**src/rtl/exr_pkg.sv**
```systemverilog
package exr_pkg;
  localparam int XLEN      = 32;
  localparam int SIG_LSB   = 5;
  localparam int WORD_BYTES = 4;

  // token bit positions
  localparam int B_NOFP   = 4;
  localparam int B_THREAD = 3;
  localparam int B_PSP    = 2;
  localparam int B_RSV1   = 1;
  localparam int B_RSV0   = 0;

  typedef enum logic [1:0] {ST_IDLE, ST_READ, ST_FIN} exr_state_e;

  typedef struct packed {
    logic hit;      // signature present
    logic good;     // well-formed, integer-only frame
    logic thread;
    logic psp;
  } exr_tok_t;

  function automatic logic sig_match(input logic [XLEN-1:0] v);
    return &v[XLEN-1:SIG_LSB];
  endfunction

  function automatic logic fmt_ok(input logic [XLEN-1:0] v);
    return v[B_NOFP] && !v[B_RSV1] && v[B_RSV0];
  endfunction

  // byte address of a frame slot counted from the frame base
  function automatic logic [XLEN-1:0] slot_addr(input logic [XLEN-1:0] base,
                                                input logic [XLEN-1:0] slot);
    return base + slot * WORD_BYTES;
  endfunction
endpackage

```
**src/rtl/exr_token_decode.sv**
```systemverilog
module exr_token_decode
  import exr_pkg::*;
(
  input  logic [XLEN-1:0] value,
  output exr_tok_t        tok
);
  always_comb begin
    tok.hit    = sig_match(value);
    tok.good   = tok.hit && fmt_ok(value);
    tok.thread = value[B_THREAD];
    tok.psp    = value[B_PSP];
  end
endmodule

```
**src/rtl/exr_sp_select.sv**
```systemverilog
module exr_sp_select
  import exr_pkg::*;
(
  input  logic            use_psp,
  input  logic [XLEN-1:0] msp,
  input  logic [XLEN-1:0] psp,
  output logic [XLEN-1:0] sp
);
  assign sp = use_psp ? psp : msp;
endmodule

```
**src/rtl/exr_unstack_seq.sv**
```systemverilog
module exr_unstack_seq
  import exr_pkg::*;
#(
  parameter int FRAME_WORDS = 8,
  localparam int IDX_W = $clog2(FRAME_WORDS)
) (
  input  logic             clk,
  input  logic             rst_n,
  input  logic             start,
  input  logic [XLEN-1:0]  start_base,
  input  logic             start_psp,
  input  logic             start_thread,
  input  logic             rd_ack,
  output logic             idle,
  output logic             rd_req,
  output logic [XLEN-1:0]  rd_addr,
  output logic             step,
  output logic [IDX_W-1:0] slot,
  output logic [XLEN-1:0]  sp_next,
  output logic             finish,
  output logic             sel_psp,
  output logic             sel_thread
);
  localparam logic [IDX_W-1:0] LAST = IDX_W'(FRAME_WORDS - 1);

  exr_state_e      state;
  logic [XLEN-1:0] base;
  logic [IDX_W-1:0] cnt;

  always_ff @(posedge clk or negedge rst_n) begin
    if (!rst_n) begin
      state      <= ST_IDLE;
      base       <= '0;
      cnt        <= '0;
      sel_psp    <= 1'b0;
      sel_thread <= 1'b0;
    end else begin
      case (state)
        ST_IDLE: if (start) begin
          state      <= ST_READ;
          base       <= start_base;
          cnt        <= '0;
          sel_psp    <= start_psp;
          sel_thread <= start_thread;
        end
        ST_READ: if (rd_ack) begin
          cnt <= cnt + 1'b1;
          if (cnt == LAST) state <= ST_FIN;
        end
        default: state <= ST_IDLE;
      endcase
    end
  end

  assign idle    = (state == ST_IDLE);
  assign rd_req  = (state == ST_READ);
  assign rd_addr = slot_addr(base, XLEN'(cnt));
  assign step    = rd_req && rd_ack;
  assign slot    = cnt;
  assign sp_next = slot_addr(base, XLEN'(cnt) + 1);
  assign finish  = (state == ST_FIN);
endmodule

```
**src/rtl/exc_return_unit.sv**
```systemverilog
module exc_return_unit
  import exr_pkg::*;
#(
  parameter int FRAME_WORDS = 8,
  localparam int IDX_W = $clog2(FRAME_WORDS)
) (
  input  logic             clk,
  input  logic             rst_n,
  input  logic             pc_wr_valid,
  input  logic [31:0]      pc_wr_value,
  input  logic [31:0]      msp_cur,
  input  logic [31:0]      psp_cur,
  output logic             branch_valid,
  output logic [31:0]      branch_target,
  output logic             token_err,
  output logic             mem_rd_req,
  output logic [31:0]      mem_rd_addr,
  input  logic             mem_rd_ack,
  input  logic [31:0]      mem_rd_data,
  output logic             reg_wr_valid,
  output logic [IDX_W-1:0] reg_wr_slot,
  output logic [31:0]      reg_wr_data,
  output logic             sp_wr_valid,
  output logic             sp_wr_psp,
  output logic [31:0]      sp_wr_value,
  output logic             ret_done,
  output logic             ret_thread,
  output logic             ret_psp,
  output logic             active_clr,
  output logic             busy
);
  exr_tok_t        tok;
  logic            idle;
  logic            accept;
  logic            start;
  logic [XLEN-1:0] base_sel;
  logic            step;
  logic            finish;
  logic            sel_psp;
  logic            sel_thread;
  logic [XLEN-1:0] sp_next;

  exr_token_decode u_dec (.value(pc_wr_value), .tok(tok));

  exr_sp_select u_sp (
    .use_psp(tok.psp), .msp(msp_cur), .psp(psp_cur), .sp(base_sel)
  );

  assign accept = pc_wr_valid && idle;
  assign start  = accept && tok.good;

  exr_unstack_seq #(.FRAME_WORDS(FRAME_WORDS)) u_seq (
    .clk(clk), .rst_n(rst_n),
    .start(start), .start_base(base_sel),
    .start_psp(tok.psp), .start_thread(tok.thread),
    .rd_ack(mem_rd_ack),
    .idle(idle), .rd_req(mem_rd_req), .rd_addr(mem_rd_addr),
    .step(step), .slot(reg_wr_slot), .sp_next(sp_next),
    .finish(finish), .sel_psp(sel_psp), .sel_thread(sel_thread)
  );

  assign branch_valid  = accept && !tok.hit;
  assign branch_target = pc_wr_value;
  assign token_err     = accept && tok.hit && !tok.good;

  assign reg_wr_valid = step;
  assign reg_wr_data  = mem_rd_data;
  assign sp_wr_valid  = step;
  assign sp_wr_psp    = sel_psp;
  assign sp_wr_value  = sp_next;

  assign ret_done   = finish;
  assign active_clr = finish;
  assign ret_thread = sel_thread;
  assign ret_psp    = sel_psp;
  assign busy       = !idle;
endmodule

```
**config.mk**
```make
export PLATFORM = sky130hd
export DESIGN_NAME = exc_return_unit
export DESIGN_NICKNAME = d
export VERILOG_FILES = /design/src/rtl/exr_pkg.sv /design/src/rtl/exr_token_decode.sv /design/src/rtl/exr_sp_select.sv /design/src/rtl/exr_unstack_seq.sv /design/src/rtl/exc_return_unit.sv
export SDC_FILE = /design/constraint.sdc
export NUM_CORES = 1
export LEC_CHECK = 0
export CORE_AREA = 2 2 106 108
export DETAILED_ROUTE_END_ITERATION = 8
export DIE_AREA = 0 0 108 110
export DONT_BUFFER_PORTS = 1
export GPL_TIMING_DRIVEN = 1
export HOLD_SLACK_MARGIN = 0.02
export PLACE_DENSITY = 0.52
export SYNTH_ARGS = -nofsm -noshare
export SYNTH_HDL_FRONTEND = slang
export SYNTH_SLANG_ARGS = --single-unit
```
**constraint.sdc**
```tcl
create_clock -name clk -period 3 [get_ports clk]
set_input_delay 0.3 -clock clk [delete_from_list [all_inputs] [get_ports clk]]
set_output_delay 0.3 -clock clk [all_outputs]
set_load 0.02 [all_outputs]
```
After elaboration in Yosys (flattened, before gate mapping)
Index checks and enable logic that the tools add are counted. W data, S select, Z words.

Input bits: 132. Bits in registers: 39. Word-level logic and storage cells: 42. Output and inout bits: 142.

Eq/ne operators: 6. Muxes and demuxes: 8. Reductions and logical operators: 19. Add/subtract/negate cells: 4.

Operator list (count): $add A32 B32 Y32 (1); $add A32 B5 Y32 (1); $mux W32 (1); $reduce_and A27 Y1 (1); $logic_and A1 B1 Y1 (9); $mux W2 (3); $mux W3 (2); $pmux W3 S2 (1); $reduce_and A3 Y1 (2); $add A3 B1 Y4 const B (1); $logic_not A1 Y1 (4); $ne A2 B2 Y1 const B (2); $pmux W2 S2 (1); $add A3 B1 Y3 const B (1); $eq A3 B3 Y1 const B (1); $eq A2 B1 Y1 const B (1); $eq A2 B2 Y1 const B (1); $logic_not A2 Y1 (1); $ne A2 B1 Y1 const B (1); $reduce_and A2 Y1 (1); $reduce_bool A2 Y1 (1).

Longest topological paths before layout
Gate-level depths: netlist of the first run.

Depth after elaboration: 7. Mapped depth: 9. Depth with buffers taken out: 8.

Cells and area by module
From an unflattened synthesis of the first run, not the netlist that was laid out.

Cells, all modules: 407. Area total of the unflattened synthesis: 3983.8 um^2.

Modules (own cells, without submodules): exr_unstack_seq (instances 1, area an instance 2806.4 um^2, cells each 285, seq. area each 975.9 um^2); exr_sp_select (instances 1, area an instance 544.3 um^2, cells each 36, seq. area each 0.0 um^2); exc_return_unit (instances 1, area an instance 534.3 um^2, cells each 71, seq. area each 0.0 um^2); exr_token_decode (instances 1, area an instance 98.8 um^2, cells each 15, seq. area each 0.0 um^2).

Worst setup path after synthesis of the first run
No wires, ideal clock.

Kind: register to output. Start point: register u_seq.cnt[0], in the netlist u_seq.slot[0]. End point: output port sp_wr_value[30]. Data required time: 2700 ps. Path buffers: 1. Slack: 152 ps. Data arrival time: 2548 ps. Cell stages (with the launch flop): 9. Cell sequence: dfrtp_1 > ha_1 > ha_1 > ha_1 > nor2b_1 > o21ai_1 > buf_2 > a2111oi_2 > xor2_1.

Cells in the longest elaborated chain, start to end: 2.

Ends and longest elaborated chain: from (decl) (RTL line exr_unstack_seq.sv:28) `logic [IDX_W-1:0] cnt;`; from (signal assigned) (RTL line exr_unstack_seq.sv:47) `cnt <= cnt + 1'b1;`; $add A3 B1 Y4 (RTL line exr_unstack_seq.sv:60) `assign sp_next = slot_addr(base, XLEN'(cnt) + 1);`; $add A32 B32 Y32 (RTL line exr_pkg.sv:33) `return base + slot * WORD_BYTES;`; to (decl) (RTL line exc_return_unit.sv:25) `output logic [31:0] sp_wr_value,`.

No other way between the ends.

Final worst setup path of the first run
Ends and elaborated chain as after synthesis.

==> flow_summary.ini, run 1 <==
[status]
status = finished, final reports clean

[final_layout]
drive_above_1_share_pct = 39.3
area_growth_pct = 3.95
nNetsFinal = 519
n_antenna_cell = 0
postLayoutCoreUtil_pct = 38.8
fin_area_um2 = 4150

[power_and_ir_drop]
power_mw = 1.05
ir_worst_vdd_v = 0.000172
p_sw_mw = 0.219
p_sw_share_pct = 20.8
powerDensity_nw_per_um2 = 253
clock_power_share_pct = 44.1
internal_power_mw = 0.832
pwr-share-comb_pct = 6.0
p_leak_nw = 1.86
seq_power_share_pct = 50.0

[logic_synthesis]
yosysTopAreaCellShare_pct = 24.4
post_synth_num_cell_types = 48
syn_avg_cell_area_um2 = 9.64
synth.yosys.warnings = 0
ys_seq_area_share_pct = 24.4
syn_inst = 414
yosys.area.top_type = dfrtp_1
synthTopCellsByArea = dfrtp_1, mux2_2, buf_4, xnor2_1, xor2_1
ys_ff_latch = 39
synth_nets = 557
synth_area_um2 = 3990

[place]
hpwl_um = 7970
port_buffers = 0
dp_slack_ns = 0.195
placedInstanceArea_um2 = 3800
gp_congestion = 0.893

[critical_path]
crit_family = buffers and inverters
path_cells = buf_6, inv_4, ha_4, inv_2, fa_2, nor2b_2, o21ai_2, buf_6, a2111oi_2, xor2_1, buf_4
crit_slowest_cell = dfrtp_1
path_buf_inv = 5
reg2reg_setup_slack_ns = 0.82
cp-start-kind = flop
crit_type = flop to output pin
r2r.worst_path.cells = 4
arrival_ns = 2.61
crit_fanout = 7
timing.rr.start = u_seq.state[1]
crit_top_cell = buf_6
timing.rr.end = u_seq.base[8]
crit_required_ns = 2.70
cpPeakStageDelay_ns = 0.43
end_kind = output pin

[min_path]
hold_path_class = input port to flop
min_path_cells = 2
min_from = mem_rd_ack
holdPathEnd = u_seq.slot[0]

[global_route]
grt_use_met1_pct = 24.2
grtUsageMet3_pct = 5.00
grt.overflow.total = 0
antenna_found_initial = 0
globalRoute.busiestLayer = met2
grt_pass1_wl_um = 15500
track_usage_pct = 17.2
grt_max_degree = 40
gr-usage-met2_pct = 26.1
grt_pass1_vias = 2717

[clock_tree]
root_buffer = clkbuf_8
cts_buffer_depth = 2
clk_latency_ns = 0.29
cts.sinks = 39
cts_tree = yes
clkTransAtPathRegs_ns = 0.08
cts_buffers = 5
ctsHtreeMaxLevel = 2

[sta]
slew_violations = 0
worst_slew_pin_slew_ns = 0.755
slew_headroom_pct = 49.3
finalSetupViolations = 0
fin_ws_ns = 0.0873
clock_skew_ns = 0.00414
period_share_pct = 97.1
grt_setup_unrepaired = true
min_period_ns = 2.91
hold_viol_final = 0
clock.fmax_mhz = 343
tns_ns = 0

[die]
die_area_um2 = 11900
pin_count = 274
die_w_um = 108
die_h_um = 110
coreArea_um2 = 10700
initial_core_util_pct = 37.3
rows = 38

[routing]
vias = 2848
drt-vias-per-instance = 5.51
post_drt_wl_per_cell_um = 20.6
wirelength_um = 10700
drt_iter0_drc = 62
drc = 0
drtPass1Iterations = 4
drtAntennaViolNets = 0

[job]
cap_violations = 0
==> power groups by stage <==
stage | Combinational, mW | Clock, mW | Sequential [mW]
2_1_floorplan | 0.173 | 0 | 0.536
3_3_place_gp | 0.0481 | 0 | 0.536
3_5_place_dp | 0.0489 | 0 | 0.536
4_1_cts | 0.0651 | 0.482 | 0.525
5_1_grt | 0.0691 | 0.504 | 0.525
6_report | 0.0627 | 0.463 | 0.525
==> cell type report <==
class,instances,area [um2]
Fill cell,1081,6550
Multi-Input combinational cell,265,2400
Sequential cell,39,976
Timing Repair Buffer,53,430
Tap cell,140,175
Clock buffer,6,82.6
Inverter,12,51.3
Clock inverter,2,35.0
==> cells in the final DEF, fill, tap and decap left out, drive strengths merged, types with 2 or more instances in the layout <==
cell,count
mux2,64
buf,52
dfrtp,39
xnor2,30
xor2,25
nand2,23
nand4,20
nand3,14
inv,11
nor2,10
ha,9
and4,8
a211oi,7
nor3,7
clkbuf,6
o21ai,6
nor2b,6
and3,4
a21oi,4
a2111oi,4
and2,3
a21o,3
nor3b,2
mux2i,2
fa,2
==> worst max path at each step <==
stage,from,to,slack [ns],cells past startpoint
6_report,u_seq.slot[0],sp_wr_value[30],0.09,11
5_1_grt,u_seq.base[2],mem_rd_addr[26],-0.06,8
4_1_cts,u_seq.slot[0],sp_wr_value[26],-0.0006,11
3_5_place_dp,u_seq.slot[0],sp_wr_value[26],0.19,11
3_3_place_gp,u_seq.slot[0],sp_wr_value[28],0.23,11
2_1_floorplan,u_seq.slot[0],sp_wr_value[30],0.15,8
==> metal layers <==
metal	vias up	share of wire, %
met5	-	0
li1	1291	-
met3	13	7.3
met1	1422	47
met2	122	45
met4	0	0.74
==> cells by family (layout without fill, tap and decap cells) <==
group	Yosys count	in the layout	synth area share [%]
AO/OA/AOI/OAI	30	30	6.02
XOR/XNOR	55	55	12.1
adder cells (fa/ha/maj)	11	11	3.82
buffers and inverters	110	73	18.8
flip-flops	39	39	24.4
multiplexers	66	66	19.5
AND/OR/NAND/NOR	103	103	15.4
==> per-stage QoR <==
step                std cells  hold slack [ns]
finish                    517            0.153
global route              517            0.141
CTS                       512            0.141
detailed placement        501          0.00554
global placement          501          0.00562
floorplan                 414          0.00441
==> synthesized netlist by cell type, drive strengths merged <==
master,count
o2111ai,1
nor3,7
a2111oi,4
nand4b,1
nor2b,6
and3,4
fa,2
o21ai,6
mux2i,2
and4bb,1
inv,12
a21o,3
or2,1
nor3b,2
nand4,20
o211ai,1
and4,8
nor2,10
dfrtp,39
ha,9
a311oi,1
o2bb2ai,1
nand3,14
and2,3
nand2,23
clkbuf,9
o22ai,1
nor4,1
xor2,25
a21oi,4
mux2,64
and4b,1
a211o,1
and3b,1
a211oi,7
xnor2,30
buf,89
==> flip-flops by register name, indices dropped and copies added, names as in the netlist <==
name / cells
u_seq.base: 32
u_seq.sel_psp: 1
u_seq.state: 2
u_seq.sel_thread: 1
u_seq.slot: 3
==> worst register-to-register path, delay by kind of cell (launching register included) <==
| family | cells | cell delay, ns |
|---|---|---|
| flops | 1 | 0.39 |
| mux | 1 | 0.44 |
| simple gates | 3 | 1.24 |
==> what timing repair did <==
| action | 4_1_cts | 5_1_grt |
|---|---|---|
| gates cloned | 1 | 0 |
| setup buffers | 0 | 5 |
| endpoints found under the hold margin | 39 | 0 |
| hold buffers | 2 | 0 |
| setup endpoints to repair | 6 | 31 |
| pin swaps | 2 | 7 |
| resized for setup | 11 | 13 |
No activity file was read; power rests on OpenSTA's default activity.
==> inputs of run 2 (changes only) <==
Settings changed: PLACE_DENSITY 0.52 to 0.55.
==> flow_summary.ini, run 2 (synthesis gave the netlist of run 1 again) <==
[critical_path]
crit_family = buffers and inverters
crit_fanout = 5
crit_slowest_cell = dfrtp_1
crit_type = flop to output pin
cp-start-kind = flop
r2r.worst_path.cells = 4
cp.depth = 12
cpPeakStageDelay_ns = 0.43
path_cells = buf_6, inv_2, ha_4, inv_2, fa_2, nor2b_2, o21ai_2, buf_6, buf_4, a211oi_1, xor2_1, buf_4
crit_required_ns = 2.70
path_buf_inv = 6
arrival_ns = 2.65
end_kind = output pin

[global_route]
track_usage_pct = 16.8
antenna_found_initial = 0
grt.overflow.total = 0
grt_pass1_vias = 2799
grt_pass1_wl_um = 15400
grt_max_degree = 40

[clock_tree]
clk_latency_ns = 0.29
cts_tree = yes
root_buffer = clkbuf_8
cts_buffer_depth = 2
cts_buffers = 5
ctsHtreeMaxLevel = 2
clkTransAtPathRegs_ns = 0.08
cts.sinks = 39

[power_and_ir_drop]
powerDensity_nw_per_um2 = 232
p_leak_nw = 1.90
ir_worst_vdd_v = 0.000129

[sta]
period_share_pct = 98.2
clock.fmax_mhz = 339
slew_violations = 0
hold_viol_final = 0
worst_slew_pin_slew_ns = 0.864
clock_skew_ns = 0.00561
grt_setup_unrepaired = true
slew_headroom_pct = 42.2
finalSetupViolations = 0
tns_ns = 0
min_period_ns = 2.95

[final_layout]
nNetsFinal = 526
fin_area_um2 = 4150
postLayoutCoreUtil_pct = 38.7
layout_common_cells = buf_4, mux2_2, dfrtp_1
largest_register_ffs = 32
final_common_cell = buf_4
n_antenna_cell = 0
stdcell_count = 523
drive_above_1_share_pct = 39.7
regMostFlops = u_seq.base
area_growth_pct = 3.82

[die]
coreArea_um2 = 10700
die_area_um2 = 11900
rows = 38
pin_count = 274
die_w_um = 108
die_h_um = 110
initial_core_util_pct = 37.3

[place]
dp_cells = 508
gp_congestion = 0.890
hpwl_um = 7810
placedInstanceArea_um2 = 3850
port_buffers = 0

[status]
status = finished, final reports clean

[routing]
drtAntennaViolNets = 0
wirelength_um = 10400
drt_iter0_drc = 85
drc = 0
vias = 2845
post_drt_wl_per_cell_um = 19.9
drt-vias-per-instance = 5.44
drtPass1Iterations = 4

[min_path]
hold_path_class = input port to flop
min_path_cells = 1

[job]
cap_violations = 0
## run 2: layout make-up
cell class	count	area [um2]
inverter	12	48.8
fill	1087	6550
multi-input combinational	265	2380
sequential	39	977
tap	140	175
clock buffer	6	82.6
clock inverter	1	5.00
timing repair buffer	60	473
## run 2: timing repair
item / in CTS / in global routing
buffers inserted: 1 / 4
gates cloned: 0 / 1
hold buffers: 2 / 0
endpoints found under the hold margin: 39 / 0
gates resized for setup: 9 / 15
pin swaps: 1 / 8
endpoints found under the setup margin: 6 / 25
## run 2: worst register-to-register path: cells and delay by family, from the launching register on
kind          cells  cell delay (ns)
flops             1             0.39
simple gates      3             1.24
mux               1             0.44
## run 2: per-layer routing
layer	wire length, um	vias to the layer above	global-route usage (%)
met1	4620	1407	22.3
met5	0	-	0
met3	808	17	5.17
met2	4850	117	26.7
met4	126	0	4.12
li1	-	1304	-
## run 2: final timing paths
check | slack (ns) | endpoint | start
max | 0.05 | sp_wr_value[16] | u_seq.slot[0]
min | 0.16 | u_seq.sel_thread | pc_wr_value[3]
max reg2reg | 0.83 | u_seq.base[22] | u_seq.state[1]
min reg2reg | 0.61 | u_seq.base[28] | u_seq.base[28]
max in group asynchronous | 2.31 | u_seq.slot[2] | rst_n
min in group asynchronous | 0.48 | u_seq.base[29] | rst_n
## run 2: power by group
| group | internal [mW] | leakage (nW) | switching [mW] |
|---|---|---|---|
| sequential | 0.525 | 0.538 | 0.0000000558 |
| combinational | 0.0377 | 1.31 | 0.0260 |
| clock | 0.181 | 0.0470 | 0.191 |
## run 2: per-stage QoR
stage,worst slack [ns],hold WS [ns],power [mW]
after detailed placement,0.172,0.00570,0.586
final,0.0542,0.157,0.961
after global routing,-0.0433,0.142,1.00
after global placement,0.237,0.00561,0.585
after floorplan,0.152,0.00441,0.709
after CTS,-0.0138,0.150,0.973
